### src/rtl/dbell_pkg.sv
package dbell_pkg;
    localparam int ID_W    = 8;
    localparam int TID_W   = 8;
    localparam int INFO_W  = 16;
    localparam int RSVD_W  = 8;
    localparam int FT_W    = 4;
    localparam int TT_W    = 2;
    localparam int TTYPE_W = 4;
    localparam int ST_W    = 4;

    localparam logic [FT_W-1:0]    FT_DOORBELL  = 4'd10;
    localparam logic [FT_W-1:0]    FT_RESPONSE  = 4'd13;
    localparam logic [TTYPE_W-1:0] TTYPE_NODATA = 4'd0;
    localparam logic [TT_W-1:0]    TT_SMALL     = 2'b00;

    typedef enum logic [ST_W-1:0] {
        ST_DONE  = 4'b0000,
        ST_RETRY = 4'b0011,
        ST_ERROR = 4'b0111
    } dbst_e;

    typedef enum logic [1:0] {
        ACT_DROP,
        ACT_QUEUE,
        ACT_RETRY,
        ACT_ERROR
    } act_e;

    typedef struct packed {
        logic [TT_W-1:0]    tt;
        logic [FT_W-1:0]    ftype;
        logic [TTYPE_W-1:0] ttype;
        dbst_e              status;
        logic [TID_W-1:0]   tid;
        logic [ID_W-1:0]    dst;
        logic [ID_W-1:0]    src;
    } rsp_t;

    typedef struct packed {
        logic [ID_W-1:0]   src;
        logic [INFO_W-1:0] info;
    } qent_t;
endpackage

### src/rtl/dbell_classify.sv
module dbell_classify
    import dbell_pkg::*;
(
    input  logic [FT_W-1:0]   ftype,
    input  logic [ID_W-1:0]   dst,
    input  logic [RSVD_W-1:0] rsvd,
    input  logic [ID_W-1:0]   self_id,
    input  logic              q_full,
    output act_e              act
);
    logic for_us;
    logic bad_rsvd;

    always_comb begin
        for_us   = (ftype == FT_DOORBELL) && (dst == self_id);
        bad_rsvd = (rsvd != '0);
        if (!for_us) begin
            act = ACT_DROP;
        end else if (bad_rsvd) begin
            act = ACT_ERROR;
        end else if (q_full) begin
            act = ACT_RETRY;
        end else begin
            act = ACT_QUEUE;
        end
    end
endmodule

### src/rtl/dbell_rxq.sv
module dbell_rxq #(
    parameter int DEPTH = 4,
    parameter int W     = 24
) (
    input  logic         clk,
    input  logic         rst_n,
    input  logic         push,
    input  logic [W-1:0] push_dat,
    input  logic         pop,
    output logic         vld,
    output logic [W-1:0] dat,
    output logic         full
);
    localparam int AW = (DEPTH > 1) ? $clog2(DEPTH) : 1;
    localparam int CW = $clog2(DEPTH + 1);

    typedef struct packed {
        logic [DEPTH-1:0][W-1:0] mem;
        logic [AW-1:0]           wp;
        logic [AW-1:0]           rp;
        logic [CW-1:0]           cnt;
    } st_t;

    st_t q, d;
    logic do_push;
    logic do_pop;

    function automatic logic [AW-1:0] nxt(input logic [AW-1:0] p);
        return (p == AW'(DEPTH - 1)) ? '0 : p + AW'(1);
    endfunction

    always_comb begin
        d       = q;
        do_pop  = pop && (q.cnt != '0);
        do_push = push && (q.cnt != CW'(DEPTH));
        if (do_push) begin
            d.mem[q.wp] = push_dat;
            d.wp        = nxt(q.wp);
        end
        if (do_pop) begin
            d.rp = nxt(q.rp);
        end
        unique case ({do_push, do_pop})
            2'b10:   d.cnt = q.cnt + CW'(1);
            2'b01:   d.cnt = q.cnt - CW'(1);
            default: d.cnt = q.cnt;
        endcase
    end

    always_ff @(posedge clk or negedge rst_n) begin
        if (!rst_n) q <= '0;
        else        q <= d;
    end

    assign vld  = (q.cnt != '0);
    assign dat  = q.mem[q.rp];
    assign full = (q.cnt == CW'(DEPTH));

    p_no_overflow_r3: assert property (@(posedge clk) disable iff (!rst_n)
        push |-> (q.cnt < CW'(DEPTH)));

    p_pop_empty_r7: assert property (@(posedge clk) disable iff (!rst_n)
        ((q.cnt == '0) && !push) |=> (q.cnt == '0));
endmodule

### src/rtl/dbell_skid.sv
module dbell_skid #(
    parameter int W = 38
) (
    input  logic         clk,
    input  logic         rst_n,
    input  logic         in_vld,
    output logic         in_rdy,
    input  logic [W-1:0] in_dat,
    output logic         out_vld,
    input  logic         out_rdy,
    output logic [W-1:0] out_dat
);
    typedef struct packed {
        logic         out_vld;
        logic [W-1:0] out_dat;
        logic         sk_vld;
        logic [W-1:0] sk_dat;
    } st_t;

    st_t q, d;
    logic take;
    logic drain;

    always_comb begin
        d     = q;
        take  = in_vld && !q.sk_vld;
        drain = q.out_vld && out_rdy;
        if (q.sk_vld) begin
            if (drain) begin
                d.out_vld = 1'b1;
                d.out_dat = q.sk_dat;
                d.sk_vld  = 1'b0;
            end
        end else begin
            if (drain) d.out_vld = 1'b0;
            if (take) begin
                if (!q.out_vld || drain) begin
                    d.out_vld = 1'b1;
                    d.out_dat = in_dat;
                end else begin
                    d.sk_vld = 1'b1;
                    d.sk_dat = in_dat;
                end
            end
        end
    end

    always_ff @(posedge clk or negedge rst_n) begin
        if (!rst_n) q <= '0;
        else        q <= d;
    end

    assign in_rdy  = !q.sk_vld;
    assign out_vld = q.out_vld;
    assign out_dat = q.out_dat;

    p_hold_r8: assert property (@(posedge clk) disable iff (!rst_n)
        (out_vld && !out_rdy) |=> (out_vld && $stable(out_dat)));

    p_skid_order_r9: assert property (@(posedge clk) disable iff (!rst_n)
        (q.sk_vld && out_rdy) |=> (out_vld && (out_dat == $past(q.sk_dat))));
endmodule

### src/rtl/dbell_resp.sv
module dbell_resp
    import dbell_pkg::*;
#(
    parameter int QDEPTH = 4,
    parameter int CNT_W  = 8
) (
    input  logic               clk,
    input  logic               rst_n,
    input  logic [ID_W-1:0]    self_id,
    input  logic               req_valid,
    output logic               req_ready,
    input  logic [FT_W-1:0]    req_ftype,
    input  logic [RSVD_W-1:0]  req_rsvd,
    input  logic [TID_W-1:0]   req_tid,
    input  logic [ID_W-1:0]    req_dst,
    input  logic [ID_W-1:0]    req_src,
    input  logic [INFO_W-1:0]  req_info,
    output logic               rsp_valid,
    input  logic               rsp_ready,
    output logic [TT_W-1:0]    rsp_tt,
    output logic [FT_W-1:0]    rsp_ftype,
    output logic [TTYPE_W-1:0] rsp_ttype,
    output logic [ST_W-1:0]    rsp_status,
    output logic [TID_W-1:0]   rsp_tid,
    output logic [ID_W-1:0]    rsp_dst,
    output logic [ID_W-1:0]    rsp_src,
    output logic               q_valid,
    input  logic               q_pop,
    output logic [ID_W-1:0]    q_src,
    output logic [INFO_W-1:0]  q_info,
    output logic [CNT_W-1:0]   drop_count
);
    localparam int QW = $bits(qent_t);
    localparam int RW = $bits(rsp_t);

    typedef struct packed {
        logic [CNT_W-1:0] drops;
    } st_t;

    st_t   q, d;
    act_e  act;
    logic  acc;
    logic  q_full;
    logic  q_push;
    logic  rsp_push;
    qent_t q_in;
    qent_t q_out;
    rsp_t  rsp_in;
    rsp_t  rsp_out;
    logic [QW-1:0] q_out_bits;
    logic [RW-1:0] rsp_out_bits;

    dbell_classify u_cls (
        .ftype   (req_ftype),
        .dst     (req_dst),
        .rsvd    (req_rsvd),
        .self_id (self_id),
        .q_full  (q_full),
        .act     (act)
    );

    always_comb begin
        d        = q;
        acc      = req_valid && req_ready;
        q_push   = acc && (act == ACT_QUEUE);
        rsp_push = acc && (act != ACT_DROP);
        if (acc && (act == ACT_DROP) && (q.drops != '1)) begin
            d.drops = q.drops + CNT_W'(1);
        end
        q_in.src      = req_src;
        q_in.info     = req_info;
        rsp_in.tt     = TT_SMALL;
        rsp_in.ftype  = FT_RESPONSE;
        rsp_in.ttype  = TTYPE_NODATA;
        rsp_in.tid    = req_tid;
        rsp_in.dst    = req_src;
        rsp_in.src    = self_id;
        unique case (act)
            ACT_RETRY: rsp_in.status = ST_RETRY;
            ACT_ERROR: rsp_in.status = ST_ERROR;
            default:   rsp_in.status = ST_DONE;
        endcase
    end

    always_ff @(posedge clk or negedge rst_n) begin
        if (!rst_n) q <= '0;
        else        q <= d;
    end

    dbell_rxq #(.DEPTH(QDEPTH), .W(QW)) u_rxq (
        .clk      (clk),
        .rst_n    (rst_n),
        .push     (q_push),
        .push_dat (q_in),
        .pop      (q_pop),
        .vld      (q_valid),
        .dat      (q_out_bits),
        .full     (q_full)
    );

    dbell_skid #(.W(RW)) u_skid (
        .clk     (clk),
        .rst_n   (rst_n),
        .in_vld  (rsp_push),
        .in_rdy  (req_ready),
        .in_dat  (rsp_in),
        .out_vld (rsp_valid),
        .out_rdy (rsp_ready),
        .out_dat (rsp_out_bits)
    );

    assign q_out      = qent_t'(q_out_bits);
    assign rsp_out    = rsp_t'(rsp_out_bits);
    assign q_src      = q_out.src;
    assign q_info     = q_out.info;
    assign rsp_tt     = rsp_out.tt;
    assign rsp_ftype  = rsp_out.ftype;
    assign rsp_ttype  = rsp_out.ttype;
    assign rsp_status = rsp_out.status;
    assign rsp_tid    = rsp_out.tid;
    assign rsp_dst    = rsp_out.dst;
    assign rsp_src    = rsp_out.src;
    assign drop_count = q.drops;

    p_drop_count_r6: assert property (@(posedge clk) disable iff (!rst_n)
        (acc && (act == ACT_DROP)) |=>
            ((drop_count == $past(drop_count) + CNT_W'(1)) || ($past(drop_count) == '1)));

    p_rsp_src_r2: assert property (@(posedge clk) disable iff (!rst_n)
        rsp_valid |-> ((rsp_src == self_id) && (rsp_ftype == FT_RESPONSE)));
endmodule

### config.mk
export PLATFORM = sky130hd
export DESIGN_NAME = dbell_resp
export DESIGN_NICKNAME = d
export VERILOG_FILES = /design/src/rtl/dbell_pkg.sv /design/src/rtl/dbell_classify.sv /design/src/rtl/dbell_rxq.sv /design/src/rtl/dbell_skid.sv /design/src/rtl/dbell_resp.sv
export SDC_FILE = /design/constraint.sdc
export NUM_CORES = 1
export LEC_CHECK = 0
export BUFFER_PORTS_ARGS = -buffer_cell sky130_fd_sc_hd__buf_2
export CELL_PAD_IN_SITES_DETAIL_PLACEMENT = 1
export CELL_PAD_IN_SITES_GLOBAL_PLACEMENT = 2
export CORE_ASPECT_RATIO = 1.2
export CORE_MARGIN = 2
export CORE_UTILIZATION = 40
export CTS_CLUSTER_SIZE = 12
export DETAILED_ROUTE_END_ITERATION = 6
export PLACE_DENSITY_LB_ADDON = 0.1
export SLEW_MARGIN = 10
export SYNTH_ARGS = -nofsm -noshare
export SYNTH_HDL_FRONTEND = slang
export SYNTH_HIERARCHICAL = 1
export SYNTH_SLANG_ARGS = --single-unit
### constraint.sdc
create_clock -name clk -period 3.6 [get_ports clk]
set_clock_uncertainty 0.2 [all_clocks]
set_input_delay 0.18 -clock clk [delete_from_list [all_inputs] [get_ports clk]]
set_output_delay 0.18 -clock clk [all_outputs]
set_load 0.01 [all_outputs]
=== After elaboration in Yosys (flattened, before gate mapping) ===
Cells that the tools add are included.

* Register bits: 180
* Input bits: 65
* Output and inout port bits: 73
* Logic and storage cells: 76

* Add/subtract/negate cells: 5
* Order comparisons: 3
* Equality and inequality tests: 13
* Mux-type cells: 18
* Bitwise logic cells: 2
* Reductions and logical operators: 23

{| class="wikitable"
|+ Operators by type and width
! operator !! number
|-
| 96-bit bitwise mux || 1
|-
| 40-bit two-way mux || 2
|-
| 39-bit two-way mux || 2
|-
| 78-bit two-way mux || 1
|-
| 24-bit binary-select mux with 2-bit select || 1
|-
| 24-bit demux with 2-bit select || 1
|-
| 24-bit two-way mux || 2
|-
| 3-bit case mux with 2 select lines || 2
|-
| 1-bit logical AND || 11
|-
| 2-bit == test, second input constant || 5
|-
| 2-bit two-way mux || 5
|-
| 8-bit by 1-bit adder with 8-bit output, second input constant || 1
|-
| 8-bit == test || 1
|-
| 8-bit != test, second input constant || 1
|-
| 2-bit nonzero test || 4
|-
| 8-bit nonzero test || 1
|-
| 2-bit by 3-bit < comparator with 1-bit output, second input constant || 2
|-
| 3-bit AND reduction || 2
|-
| 2-bit by 1-bit adder with 2-bit output, second input constant || 2
|-
| 2-bit by 1-bit == test with 1-bit output, second input constant || 2
|-
| 4-bit == test, second input constant || 1
|-
| 3-bit by 1-bit adder with 3-bit output, second input constant || 1
|-
| 3-bit == test, second input constant || 1
|-
| 3-bit != test, second input constant || 1
|-
| other kinds (9) || 11
|}

=== Longest topological paths before layout ===
Gate-level depths: netlist (run 1).

* Word-level depth: 9
* Depth in mapped cells: 11
* Gate-level depth less buffers: 11

=== By module ===
The synthesis (run 1) kept the hierarchy.

{| class="wikitable"
|+ Modules (own cells, without submodules)
! module !! times used !! cells each !! area an instance (µm²) !! seq. area each (µm²)
|-
| dbell_rxq || 1 || 273 || 4601.9 || 2577.5
|-
| dbell_skid || 1 || 258 || 3425.8 || 1951.9
|-
| dbell_resp || 1 || 46 || 466.7 || 200.2
|-
| dbell_classify || 1 || 18 || 140.1 || 0.0
|}

=== Least setup slack after synthesis (run 1) ===
Ideal clock, no wire load.

* Path type: reg-to-reg
* Start: register u_rxq/q[0] in the netlist's numbering
* End: register u_rxq/q[2] in the netlist's numbering
* Library setup time: 79 ps
* Data arrival time: 2495 ps
* Data required time: 3321 ps
* Slack: 826 ps
* Stages on the path, launching flop included: 12
* Buffers on the path: 0
* Period minus slack after synthesis: 2774 ps
* Path through: dfrtp_1 -> nor3b_4 -> nor3_2 -> nor4_1 -> nor3b_1 -> nand2b_1 -> ha_1 -> inv_1 -> fa_1 -> xor2_1 -> nor2_1 -> xor2_1

* Longest elaborated chain between the ends: 9
* Elaborated cells on any way between the ends: 16
* Classes of those cells: add/sub: 2; eq/ne: 5; mux: 4; reduce/logical: 5

{| class="wikitable"
|+ Ends and longest elaborated chain
! what !! RTL line !! source
|-
| start, declared || dbell_rxq.sv:24 || <nowiki>st_t q, d;</nowiki>
|-
| start signal, assigned || dbell_rxq.sv:51 || <nowiki>if (!rst_n) q <= '0;</nowiki>
|-
| start signal, assigned || dbell_rxq.sv:52 || <nowiki>else q <= d;</nowiki>
|-
| 3-bit == test * || dbell_rxq.sv:57 || <nowiki>assign full = (q.cnt == CW'(DEPTH));</nowiki>
|-
| via q_full || dbell_resp.sv:43 || <nowiki>logic q_full;</nowiki>
|-
| 2-bit two-way mux * || dbell_classify.sv:21 || <nowiki>end else if (q_full) begin</nowiki>
|-
| 2-bit two-way mux * || dbell_classify.sv:19 || <nowiki>end else if (bad_rsvd) begin</nowiki>
|-
| 2-bit two-way mux * || dbell_classify.sv:17 || <nowiki>if (!for_us) begin</nowiki>
|-
| via act[1] || dbell_resp.sv:41 || <nowiki>act_e act;</nowiki>
|-
| 2-bit by 1-bit == test with 1-bit output * || dbell_resp.sv:65 || <nowiki>q_push = acc && (act == ACT_QUEUE);</nowiki>
|-
| 1-bit logical AND * || dbell_resp.sv:65 ||
|-
| via q_push || dbell_resp.sv:44 || <nowiki>logic q_push;</nowiki>
|-
| 1-bit logical AND * || dbell_rxq.sv:35 || <nowiki>do_push = push && (q.cnt != CW'(DEPTH));</nowiki>
|-
| 2-bit by 1-bit == test with 1-bit output / 2-bit == test (equally long branches) || dbell_rxq.sv:43 || <nowiki>unique case ({do_push, do_pop})</nowiki>
|-
| 3-bit case mux with 2 select lines / 2-bit nonzero test (equally long branches) || - ||
|}

The timed path passes the listed nets; every way through them passes the cells marked *.
A chain may end at the register's enable or synchronous reset.

=== Worst setup path after layout (run 1) ===
* Start: input self_id[6]
* End: register u_skid/q[17] in the netlist's numbering

* Longest elaborated chain between the ends: 7

{| class="wikitable"
|+ Ends and longest elaborated chain
! what !! RTL line !! source
|-
| start, declared || dbell_resp.sv:9 || <nowiki>input logic [ID_W-1:0] self_id,</nowiki>
|-
| 8-bit == test || dbell_classify.sv:15 || <nowiki>for_us = (ftype == FT_DOORBELL) && (dst == self_id);</nowiki>
|-
| 1-bit logical AND || dbell_classify.sv:15 ||
|-
| 2-bit two-way mux || dbell_classify.sv:17 ||
|-
| via act[1] || dbell_resp.sv:41 ||
|-
| 2-bit nonzero test || dbell_resp.sv:66 || <nowiki>rsp_push = acc && (act != ACT_DROP);</nowiki>
|-
| 1-bit logical AND || dbell_resp.sv:66 ||
|-
| via rsp_push || dbell_resp.sv:45 || <nowiki>logic rsp_push;</nowiki>
|-
| 1-bit logical AND || dbell_skid.sv:26 || <nowiki>take = in_vld && !q.sk_vld;</nowiki>
|-
| 3-bit AND reduction (no line) || - ||
|-
| end signal, assigned || dbell_skid.sv:49 || <nowiki>if (!rst_n) q <= '0;</nowiki>
|-
| end signal, assigned || dbell_skid.sv:50 || <nowiki>else q <= d;</nowiki>
|-
| end, declared || dbell_skid.sv:20 || <nowiki>st_t q, d;</nowiki>
|}

The timed path passes the listed nets, and every way through them passes these cells.

==> metrics.csv, run 1 <==
stage;metric;value;unit
run_status;outcome;complete, no violations;
drt;dr_wl_met2;10500;µm
die;floorplan.die_area;22800;µm²
logic_synthesis;yosys.area.top_type_share;0.548;
logic_synthesis;synth.most_common_cell;dfrtp_1;
logic_synthesis;ys.flop_type;dfrtp_1;
global_route;grt_first_pass_wirelength;32400;µm
sta;finalSetupViolCount;0;
logic_synthesis;netlist_instances;595;
drt;vias;5360;
logic_synthesis;yosys_warnings;6;
clocking;cts-root-buf;clkbuf_16;
die;num_rows;58;
finish;fin_cells;1042;
sta;hold_viol_final;0;
power_and_ir_drop;power.leakage;5.32;nW
setup_path;r2r_setup_slack;0.42;ns
drt;dr.pass1.iters;6;
placed_design;dpl.hpwl;13100;µm
setup_path;crit_type;in2reg;
global_route;grt_util_all_layers;0.180;
drt;wl_per_cell;19.1;µm
clocking;ctsHtreeMaxLevel;4;
drt;wl_met3;489;µm
clocking;cts.sinks;189;
drt;highest_layer;met4;
logic_synthesis;seq_area_frac_synth;0.548;
clocking;insertion_delay;0.42;ns
die;start_util;0.410;
drt;drc;0;
drt;viasPerCell;5.14;
placed_design;place.gp.congestion;0.712;
finish;syn_to_final_growth;21.2;%
global_route;antenna_found_initial;1;
finish;nets;832;
sta;max_freq;308;MHz
logic_synthesis;avgSynthCellArea;14.5;µm²
sta;fin_setup_tns;0;ns
logic_synthesis;ys_ff_latch;189;
finish;finish.utilization;0.497;
sta;tightest_slew;0.950;ns
die;die_h;165;µm
logic_synthesis;synth_async_sr_flop_share;1.00;
sta;relSlewSlack;0.367;
sta;rsz0062_at_grt;false;
logic_synthesis;yosysTopAreaCell;dfrtp_1;
global_route;grt_max_degree;95;
clocking;cts_tree;yes;
die;die_width;138;µm
drt;ant_nets;0;
drt;drt_iter0_markers;174;
sta;min_period;3.25;ns
clocking;path_clk_slew;0.07;ns
setup_path;start_kind;input port;
logic_synthesis;ys_types;44;
logic_synthesis;synth_edf_count;0;
sta;final_max_slew_viol_count;0;
finish;drive_gt1_frac;0.447;
flow_run;maxCapViolations;0;
logic_synthesis;netlist_area;8630;µm²
setup_path;worstSetupEndpointType;register;
finish;regArea;4730;µm²
setup_path;path_max_fanout;27;
placed_design;dp_cells;966;
drt;routedLengthMet1;8690;µm
power_and_ir_drop;peakVddDrop;0.000380;V
power_and_ir_drop;power_density;469;nW/µm²
logic_synthesis;synthTopCellsByArea;dfrtp_1 55%, mux2_2 16%, mux4_2 6.3%, a221o_1 4.4%, buf_4 3.6%;
sta;post-route-period-util;0.903;
die;pin_count;138;
power_and_ir_drop;fin_total_pwr;4.91;mW
setup_path;worstPathArrival;3.36;ns
drt;wl;19900;µm
finish;fill_cells;2146;
clocking;clk_path_buf_depth;2;
setup_path;cp.required;3.70;ns
die;placeableCoreArea;21000;µm²
placed_design;port_buffers;137;
global_route;grt_pass1_vias;6089;
finish;multiInputGateArea;3480;µm²
hold_path;min_path_type;in2reg;
global_route;grt_remaining_overflow;0;
logic_synthesis;synthTopCellsByCount;189 x dfrtp_1, 122 x mux2_2, 41 x buf_4;
clocking;cts_inserted_buffers;17;
-- worst max-delay path, cell delays in order --
cell and delay (ns):
dlygate4sd3_1 0.53, buf_2 0.15, xnor2_1 0.32, nand3_1 0.17, nor4_1 0.39, nor2_1 0.09, nor2_1 0.28, nand2b_1 0.22
nor2_4 0.41, buf_12 0.26, mux2_1 0.35
-- kinds of logic (layout without fill, tap and decap cells) --
kind of cell,count (synthesis),in the layout,synth area share
AND/OR/NAND/NOR,87,87,0.0610
AO/OA/AOI/OAI,49,49,0.0529
adder cells (fa/ha/maj),8,8,0.0125
buffers and inverters,79,235,0.0619
flip-flops,189,189,0.548
multiplexers,167,167,0.249
other,2,23,0.000870
XOR/XNOR,14,14,0.0142
-- flip-flops by register name, summed over array words and instances, names as in the netlist --
name,flops
drop_count,8
u_rxq/q,103
u_skid/out_dat,38
u_skid/out_vld,1
u_skid/q,39
-- cell usage in the layout, fill, tap and decap left out, types with 2 or more instances in the layout --
master         synthesis  layout
a21oi_1                4       3
a221o_1               38      38
and2_1                38      38
and3_1                 3       3
buf_12                 0       3
buf_2                 13     136
buf_4                 41      11
bufinv_16              0       2
clkbuf_16              0      17
clkinvlp_4             0       4
conb_1                 2      22
dfrtp_1              189     188
dlygate4sd3_1          1      43
ha_1                   7       7
inv_1                  9       9
inv_6                  0       5
mux2_1                20      20
mux2_2               122     122
mux4_2                24      24
nand2_1               10      10
nand2b_1               3       3
nand3_1                3       3
nand4_1                6       6
nor2_1                 9       8
nor2_2                 4       4
o211ai_1               2       2
xnor2_1               12      12
xor2_1                 2       2
-- through the flow --
| stage | worst slack (ns) | hold WS [ns] | area (µm²) |
|---|---|---|---|
| 6_report | 0.348 | 0.0644 | 10500 |
| 5_1_grt | 0.0640 | 0.106 | 10500 |
| 4_1_cts | 0.187 | 0.0569 | 10400 |
| 3_5_place_dp | 0.0983 | 0.130 | 9420 |
| 3_3_place_gp | 0.204 | 0.124 | 9420 |
| 2_1_floorplan | 0.826 | -0.316 | 8710 |
-- cell type report --
| class | count | area share |
|---|---|---|
| Antenna cell | 1 | 0.000239 |
| Clock buffer | 17 | 0.0406 |
| Clock inverter | 14 | 0.0152 |
| Inverter | 9 | 0.00323 |
| Multi-Input combinational cell | 347 | 0.333 |
| Sequential cell | 189 | 0.452 |
| Tap cell | 270 | 0.0323 |
| Timing Repair Buffer | 195 | 0.124 |
-- where the power goes --
part	switching [mW]	internal [mW]	total (mW)
Clock	0.852	1.04	1.89
Combinational	0.290	0.331	0.621
Sequential	0.200	2.20	2.40
-- what timing repair did --
item,4_1_cts,5_1_grt
setup endpoints to repair,0,27
hold buffers,43,0
buffers inserted,0,0
resized for setup,0,1
hold endpoints to repair,239,0
-- routing by layer --
layer | track usage | vias to the layer above
met3 | 0.0252 | 18
met1 | 0.224 | 2816
li1 | - | 2432
met5 | 0 | -
met4 | 0.0598 | 0
met2 | 0.325 | 94
-- final timing paths --
path / start / endpoint / depth (start not counted)
max in group asynchronous: rst_n / u_rxq/q[50] / 3
max reg2reg: u_rxq/q[0] / u_skid/q[17] / 9
min: req_valid / u_skid/q[38] / 5
max: self_id[6] / u_skid/q[17] / 11
min in group asynchronous: rst_n / u_skid/out_dat[27] / 2
min reg2reg: u_skid/q[20] / u_skid/q[20] / 1
(Power assumes the default switching activity.)
==> run 2, diff against run 1 <==
--- a/config.mk
+++ b/config.mk
@@ -10,7 +10,8 @@
 export CELL_PAD_IN_SITES_GLOBAL_PLACEMENT = 2
 export CORE_ASPECT_RATIO = 1.2
 export CORE_MARGIN = 2
-export CORE_UTILIZATION = 40
+export CORE_UTILIZATION = 41
+export CTS_BUF_LIST = sky130_fd_sc_hd__clkbuf_2 sky130_fd_sc_hd__clkbuf_4 sky130_fd_sc_hd__clkbuf_8
 export CTS_CLUSTER_SIZE = 12
 export DETAILED_ROUTE_END_ITERATION = 6
 export PLACE_DENSITY_LB_ADDON = 0.1
==> constraint.sdc (replaced) <==
create_clock -name clk -period 3 [get_ports clk]
set_clock_uncertainty 0.2 [all_clocks]
set_input_delay 0.15 -clock clk [delete_from_list [all_inputs] [get_ports clk]]
set_output_delay 0.15 -clock clk [all_outputs]
set_load 0.01 [all_outputs]
==> run 2 against run 1 <==
Effect of this change:
- routed wire length rose by 1.0%
- power rose by 10%
- register-to-register slack worse by 0.16 ns
- clock power shrank 7%
- global-route usage rose by 1.3 points
- critical path type unchanged
- largest power group unchanged
==> metrics.csv, run 2 (same netlist as run 1, synthesis figures left out) <==
stage;metric;value;unit;change
run_status;outcome;complete, no violations;;
power_and_ir_drop;power_density;520;nW/µm²;+11%
sta;relSlewSlack;0.387;;+0.0200
global_route;grt_first_pass_wirelength;33400;µm;+3.1%
clocking;cts-root-buf;clkbuf_8;;
die;die_width;136;µm;-1.2%
die;placeableCoreArea;20800;µm²;-1.0%
setup_path;r2r_setup_slack;0.26;ns;-0.16 ns
sta;whs;0.0457;ns;-0.0188 ns
finish;syn_to_final_growth;20.7;%;
die;die_h;163;µm;-1.2%
drt;drt_iter0_markers;211;;+21%
finish;finish.utilization;0.500;;+0.00286
clocking;cts_inserted_buffers;17;;unchanged
clocking;ctsHtreeMaxLevel;4;;unchanged
finish;layout_common_cells;188 x dfrtp_1, 136 x buf_2, 122 x mux2_2;;
setup_path;crit_start;self_id[4];;
power_and_ir_drop;power.leakage;5.29;nW;-0.61%
sta;tightest_slew;0.920;ns;-0.0300 ns
power_and_ir_drop;fin_total_pwr;5.42;mW;+10%
finish;largest_register;u_rxq/q;;
sta;finalSetupViolCount;0;;unchanged
clocking;cts_tree;yes;;
placed_design;placed_cell_area;9550;µm²;+1.4%
global_route;use_met3;0.0370;;+0.0118
setup_path;crit_type;in2reg;;
drt;viasPerCell;5.17;;+0.53%
global_route;grt_pass1_vias;6193;;+1.7%
drt;wl_per_cell;19.2;µm;+0.64%
flow_run;maxCapViolations;0;;unchanged
global_route;grt_util_all_layers;0.193;;+0.0126
finish;layout_commonest_cell;dfrtp_1;;
finish;final_area;10400;µm²;-0.47%
drt;dr.pass1.iters;4;;-2
drt;ant_nets;0;;unchanged
global_route;grtUsageMet1;0.244;;+0.0192
clocking;insertion_delay;0.45;ns;+0.03 ns
power_and_ir_drop;peakVddDrop;0.000252;V;-34%
die;pin_count;138;;unchanged
die;start_util;0.415;;+0.00429
setup_path;r2r-start;u_rxq/q[0];;
setup_path;worstSetupEndpointType;register;;
global_route;antenna_found_initial;0;;-1
setup_path;cp.required;3.14;ns;-0.56 ns
drt;drc;0;;unchanged
global_route;grt_remaining_overflow;0;;unchanged
sta;hold_viol_final;0;;unchanged
setup_path;reg2reg_depth;10;;+1
setup_path;critPathCapture;u_skid/q[3];;
placed_design;dpl.hpwl;13300;µm;+1.4%
global_route;top_usage_layer;met2;;
global_route;grt_max_degree;63;;-34%
drt;wl;20100;µm;+1.0%
setup_path;r2r_end;u_skid/q[3];;
drt;vias;5409;;+0.91%
hold_path;min_path_type;in2async;;
finish;drive_gt1_frac;0.455;;+0.00743
setup_path;path_max_fanout;38;;+41%
clocking;clk_path_buf_depth;2;;unchanged
sta;min_period;2.93;ns;
placed_design;place.gp.congestion;0.719;;+0.98%
global_route;grtUsageMet2;0.340;;+0.0146
placed_design;port_buffers;137;;unchanged
sta;final_max_slew_viol_count;0;;unchanged
die;num_rows;58;;unchanged
setup_path;worstPathArrival;3.07;ns;-0.29 ns
finish;nets;837;;+0.60%
finish;largest_register_ffs;103;;unchanged
setup_path;start_kind;input port;;
clocking;cts.sinks;189;;unchanged
sta;rsz0062_at_grt;true;;
sta;post-route-period-util;0.976;;
sta;max_freq;341;MHz;
die;floorplan.die_area;22200;µm²;-2.4%
finish;n_antenna_cell;0;;-1
clocking;path_clk_slew;0.10;ns;+0.03 ns
-- run 2: how the worst min path moves through the flow --
| stage | slack, ns | cells after the start | to | from |
|---|---|---|---|---|
| after floorplan | -0.35 | 0 | drop_count[0] | rst_n |
| after global placement | -0.01 | 1 | u_skid/out_dat[27] | rst_n |
| after detailed placement | -0.008 | 1 | u_skid/out_dat[27] | rst_n |
| after CTS | 0.04 | 2 | u_skid/out_dat[27] | rst_n |
| after global routing | 0.05 | 2 | u_skid/out_dat[27] | rst_n |
| final | 0.05 | 2 | u_skid/out_dat[27] | rst_n |
-- run 2: layout make-up --
class	count	area [µm²]
multi-input combinational	347	3530
sequential	189	4730
fill	2124	10400
clock inverter	14	179
clock buffer	17	234
tap	270	338
inverter	9	33.8
timing repair buffer	200	1380
-- run 2: routing by layer --
layer | part of all wire | wire length, µm
met2 | 0.53 | 10600
met1 | 0.43 | 8700
met4 | 0.0091 | 182
met5 | 0 | 0
met3 | 0.032 | 636
-- run 2: power by group --
part / leakage [nW] / total (mW) / internal, mW / switching, mW
sequential: 2.62 / 2.84 / 2.64 / 0.206
clock: 0.206 / 1.76 / 0.774 / 0.985
combinational: 2.47 / 0.814 / 0.415 / 0.400
-- run 2: worst max-delay path, stage by stage --
cell and delay (ns):
dlygate4sd3_1 0.55, buf_2 0.16, xnor2_1 0.22, nand3_2 0.20
a2111oi_2 0.42, buf_4 0.18, nor2_1 0.04, nor2_1 0.15
nand2b_1 0.19, nor2_4 0.15, buf_12 0.25, mux2_2 0.37
-- run 2: what timing repair did --
action / CTS / global route
setup endpoints to repair: 0 / 167
resized for setup: 0 / 5
endpoints found under the hold margin: 304 / 0
hold buffers: 43 / 0
setup buffers: 0 / 0
-- run 2: stage by stage --
step / setup slack [ns] / setup TNS, ns / cells
after CTS: 0.0463 / 0 / 1046
after global routing: -0.0131 / -0.0691 / 1046
after global placement: 0.0363 / 0 / 972
after detailed placement: -0.0119 / -0.0119 / 972
final: 0.0706 / 0 / 1046
after floorplan: 0.226 / 0 / 615
==> run 3, diff against run 2 <==
--- a/config.mk
+++ b/config.mk
@@ -6,6 +6,7 @@
 export NUM_CORES = 1
 export LEC_CHECK = 0
 export BUFFER_PORTS_ARGS = -buffer_cell sky130_fd_sc_hd__buf_2
+export CAP_MARGIN = 25
 export CELL_PAD_IN_SITES_DETAIL_PLACEMENT = 1
 export CELL_PAD_IN_SITES_GLOBAL_PLACEMENT = 2
 export CORE_ASPECT_RATIO = 1.2
@@ -14,7 +15,7 @@
 export CTS_BUF_LIST = sky130_fd_sc_hd__clkbuf_2 sky130_fd_sc_hd__clkbuf_4 sky130_fd_sc_hd__clkbuf_8
 export CTS_CLUSTER_SIZE = 12
 export DETAILED_ROUTE_END_ITERATION = 6
-export PLACE_DENSITY_LB_ADDON = 0.1
+export PLACE_DENSITY = 0.88
 export SLEW_MARGIN = 10
 export SYNTH_ARGS = -nofsm -noshare
 export SYNTH_HDL_FRONTEND = slang
==> run 3 against run 2 <==
Effect of this change:
- routed wire length decreased by 0.93%
- register-to-register slack lost 0.06 ns
- clock power shrank 2%
- combinational power up 5.3%
- largest cell class unchanged
- highest routed layer unchanged
==> metrics.csv, run 3 (same netlist as run 1, synthesis figures left out) <==
stage;metric;value;unit;change
run_status;outcome;complete, no violations;;
drt;wl;19900;µm;-0.93%
clocking;cts_inserted_buffers;17;;unchanged
finish;largest_register_ffs;103;;unchanged
power_and_ir_drop;combPwrFrac;0.159;;+0.009
clocking;path_clk_slew;0.10;ns;about the same
power_and_ir_drop;power_density;517;nW/µm²;-0.52%
finish;final_area;10400;µm²;-0.16%
sta;tightest_slew;0.749;ns;-0.172 ns
die;die_width;136;µm;unchanged
global_route;grt_first_pass_wirelength;32300;µm;-3.4%
setup_path;start_kind;input port;;
placed_design;placed_cell_area;9500;µm²;-0.47%
setup_path;crit_type;in2reg;;
finish;fill_cells;2117;;-0.33%
drt;vias;5437;;+0.52%
flow_run;maxCapViolations;0;;unchanged
sta;max_freq;350;MHz;+2.6%
placed_design;pre_cts_ws;-0.114;ns;-0.102 ns
drt;wl_per_cell;19.0;µm;-1.2%
clocking;clk_path_buf_depth;2;;unchanged
sta;hold_viol_final;0;;unchanged
power_and_ir_drop;power.leakage;5.28;nW;about the same
setup_path;worstSetupEndpointType;register;;
setup_path;cp.required;3.20;ns;+0.06 ns
clocking;ctsHtreeMaxLevel;4;;unchanged
drt;ant_nets;0;;unchanged
finish;drive_gt1_frac;0.457;;+0.00210
sta;min_period;2.85;ns;-0.0747 ns
die;num_rows;58;;unchanged
placed_design;dpl.hpwl;13400;µm;+0.46%
drt;viasPerCell;5.18;;+0.23%
setup_path;worstPathArrival;3.06;ns;about the same
finish;layout_common_cells;188 x dfrtp_1, 136 x buf_2, 122 x mux2_2;;
clocking;cts-root-buf;clkbuf_8;;
setup_path;slowest_delay;0.54;ns;about the same
finish;largest_register;u_rxq/q;;
setup_path;crit_buf_inv;4;;unchanged
finish;layout_commonest_cell;dfrtp_1;;
global_route;antenna_found_initial;0;;unchanged
drt;drc;0;;unchanged
finish;syn_to_final_growth;20.5;%;
clocking;insertion_delay;0.47;ns;+0.02 ns
sta;fin_ws;0.145;ns;+0.0747 ns
drt;drt_iter0_markers;246;;+17%
sta;finalSetupViolCount;0;;unchanged
finish;nets;839;;+0.24%
die;floorplan.die_area;22200;µm²;unchanged
setup_path;crit_family;buffers and inverters;;
setup_path;path_max_fanout;5;;-87%
global_route;grt_util_all_layers;0.188;;-0.00483
sta;final_max_slew_viol_count;0;;unchanged
clocking;cts_tree;yes;;
global_route;grt_pass1_vias;6083;;-1.8%
power_and_ir_drop;internal_power;3.77;mW;-1.4%
setup_path;cpMaxStageDelayCell;dlygate4sd3_1;;
setup_path;cpMostUsedCell;xor2_1;;
placed_design;port_buffers;137;;unchanged
die;die_h;163;µm;unchanged
power_and_ir_drop;p_switching;1.61;mW;+0.99%
drt;dr.pass1.iters;4;;unchanged
clocking;cts.sinks;189;;unchanged
sta;relSlewSlack;0.501;;+0.114
hold_path;min_path_type;in2async;;
setup_path;crit_chain;dlygate4sd3_1, buf_2, xnor2_1, nand3_2, nor4_4, nor3b_2, buf_4, nand2b_1, ha_1, inv_1, fa_1, xor2_1, nor2_1, xor2_1;;
power_and_ir_drop;pwr-share-clk;0.319;;-0.006
sta;whs;0.0433;ns;-0.00238 ns
die;start_util;0.415;;unchanged
die;placeableCoreArea;20800;µm²;unchanged
power_and_ir_drop;p_seq_frac;0.522;;-0.003
power_and_ir_drop;swShare;0.299;;+0.00494
finish;n_antenna_cell;0;;unchanged
global_route;grt_remaining_overflow;0;;unchanged
placed_design;place.gp.congestion;0.763;;+6.1%
die;pin_count;138;;unchanged
power_and_ir_drop;peakVddDrop;0.000312;V;+24%
global_route;grt_max_degree;88;;+40%
sta;post-route-period-util;0.952;;-0.0249
[run 3: per-stage QoR]
| stage | std cells | utilization | setup TNS, ns | total power [mW] |
|---|---|---|---|---|
| after floorplan | 615 | - | 0 | 3.33 |
| after global placement | 972 | 0.456 | -0.00319 | 3.61 |
| after detailed placement | 972 | 0.456 | -0.183 | 3.65 |
| after CTS | 1047 | 0.496 | 0 | 5.43 |
| after global routing | 1049 | 0.500 | -0.00963 | 5.66 |
| final | 1049 | 0.500 | 0 | 5.38 |
[run 3: final cells by class]
class                           instances  area (µm²)  share of cell area
Tap cell                              270         338              0.0325
Timing Repair Buffer                  202        1380               0.132
Inverter                                9        33.8             0.00325
Clock buffer                           17         234              0.0225
Multi-Input combinational cell        347        3520               0.339
Sequential cell                       189        4730               0.455
Clock inverter                         15         168              0.0161
[run 3: worst reg2reg max path, cell delays in order (launching register included)]
cell,delay [ns]
dfrtp_1,0.45
nor3b_4,0.32
nor3_2,0.11
nor4_4,0.19
nor3b_2,0.08
buf_4,0.15
nand2b_1,0.14
ha_1,0.21
inv_1,0.07
fa_1,0.38
xor2_1,0.15
nor2_1,0.11
xor2_1,0.15
[run 3: final timing paths]
kind                              startpoint             to  slack (ns)  depth (start not counted)
worst min-delay path                   rst_n   u_skid/q[27]        0.04                          2
worst min register to register  u_skid/q[31]   u_skid/q[31]        0.29                          1
max in group asynchronous              rst_n    u_rxq/q[13]        1.47                          3
worst max register to register    u_rxq/q[0]     u_rxq/q[2]        0.20                         12
min in group clk                   req_valid  drop_count[0]        0.09                          4
worst max-delay path              self_id[5]     u_rxq/q[2]        0.15                         14
[run 3: power groups by stage]
| stage | sequential [mW] | clock (mW) | combinational (mW) |
|---|---|---|---|
| 6_report | 2.81 | 1.72 | 0.857 |
| 5_1_grt | 2.83 | 1.88 | 0.946 |
| 4_1_cts | 2.88 | 1.78 | 0.775 |
| 3_5_place_dp | 2.92 | 0 | 0.727 |
| 3_3_place_gp | 2.92 | 0 | 0.690 |
| 2_1_floorplan | 2.80 | 0 | 0.533 |
[run 3: repair_timing]
action                                  in CTS  in global routing
hold endpoints to repair                   233                  0
hold buffers                                43                  0
endpoints found under the setup margin       0                 36
setup buffers                                0                  1
gates resized for setup                      0                  6
[run 3: per-layer routing]
layer / share of wire / track usage
met5: 0 / 0
met4: 0.018 / 0.0682
met3: 0.028 / 0.0308
met2: 0.53 / 0.329
met1: 0.42 / 0.233
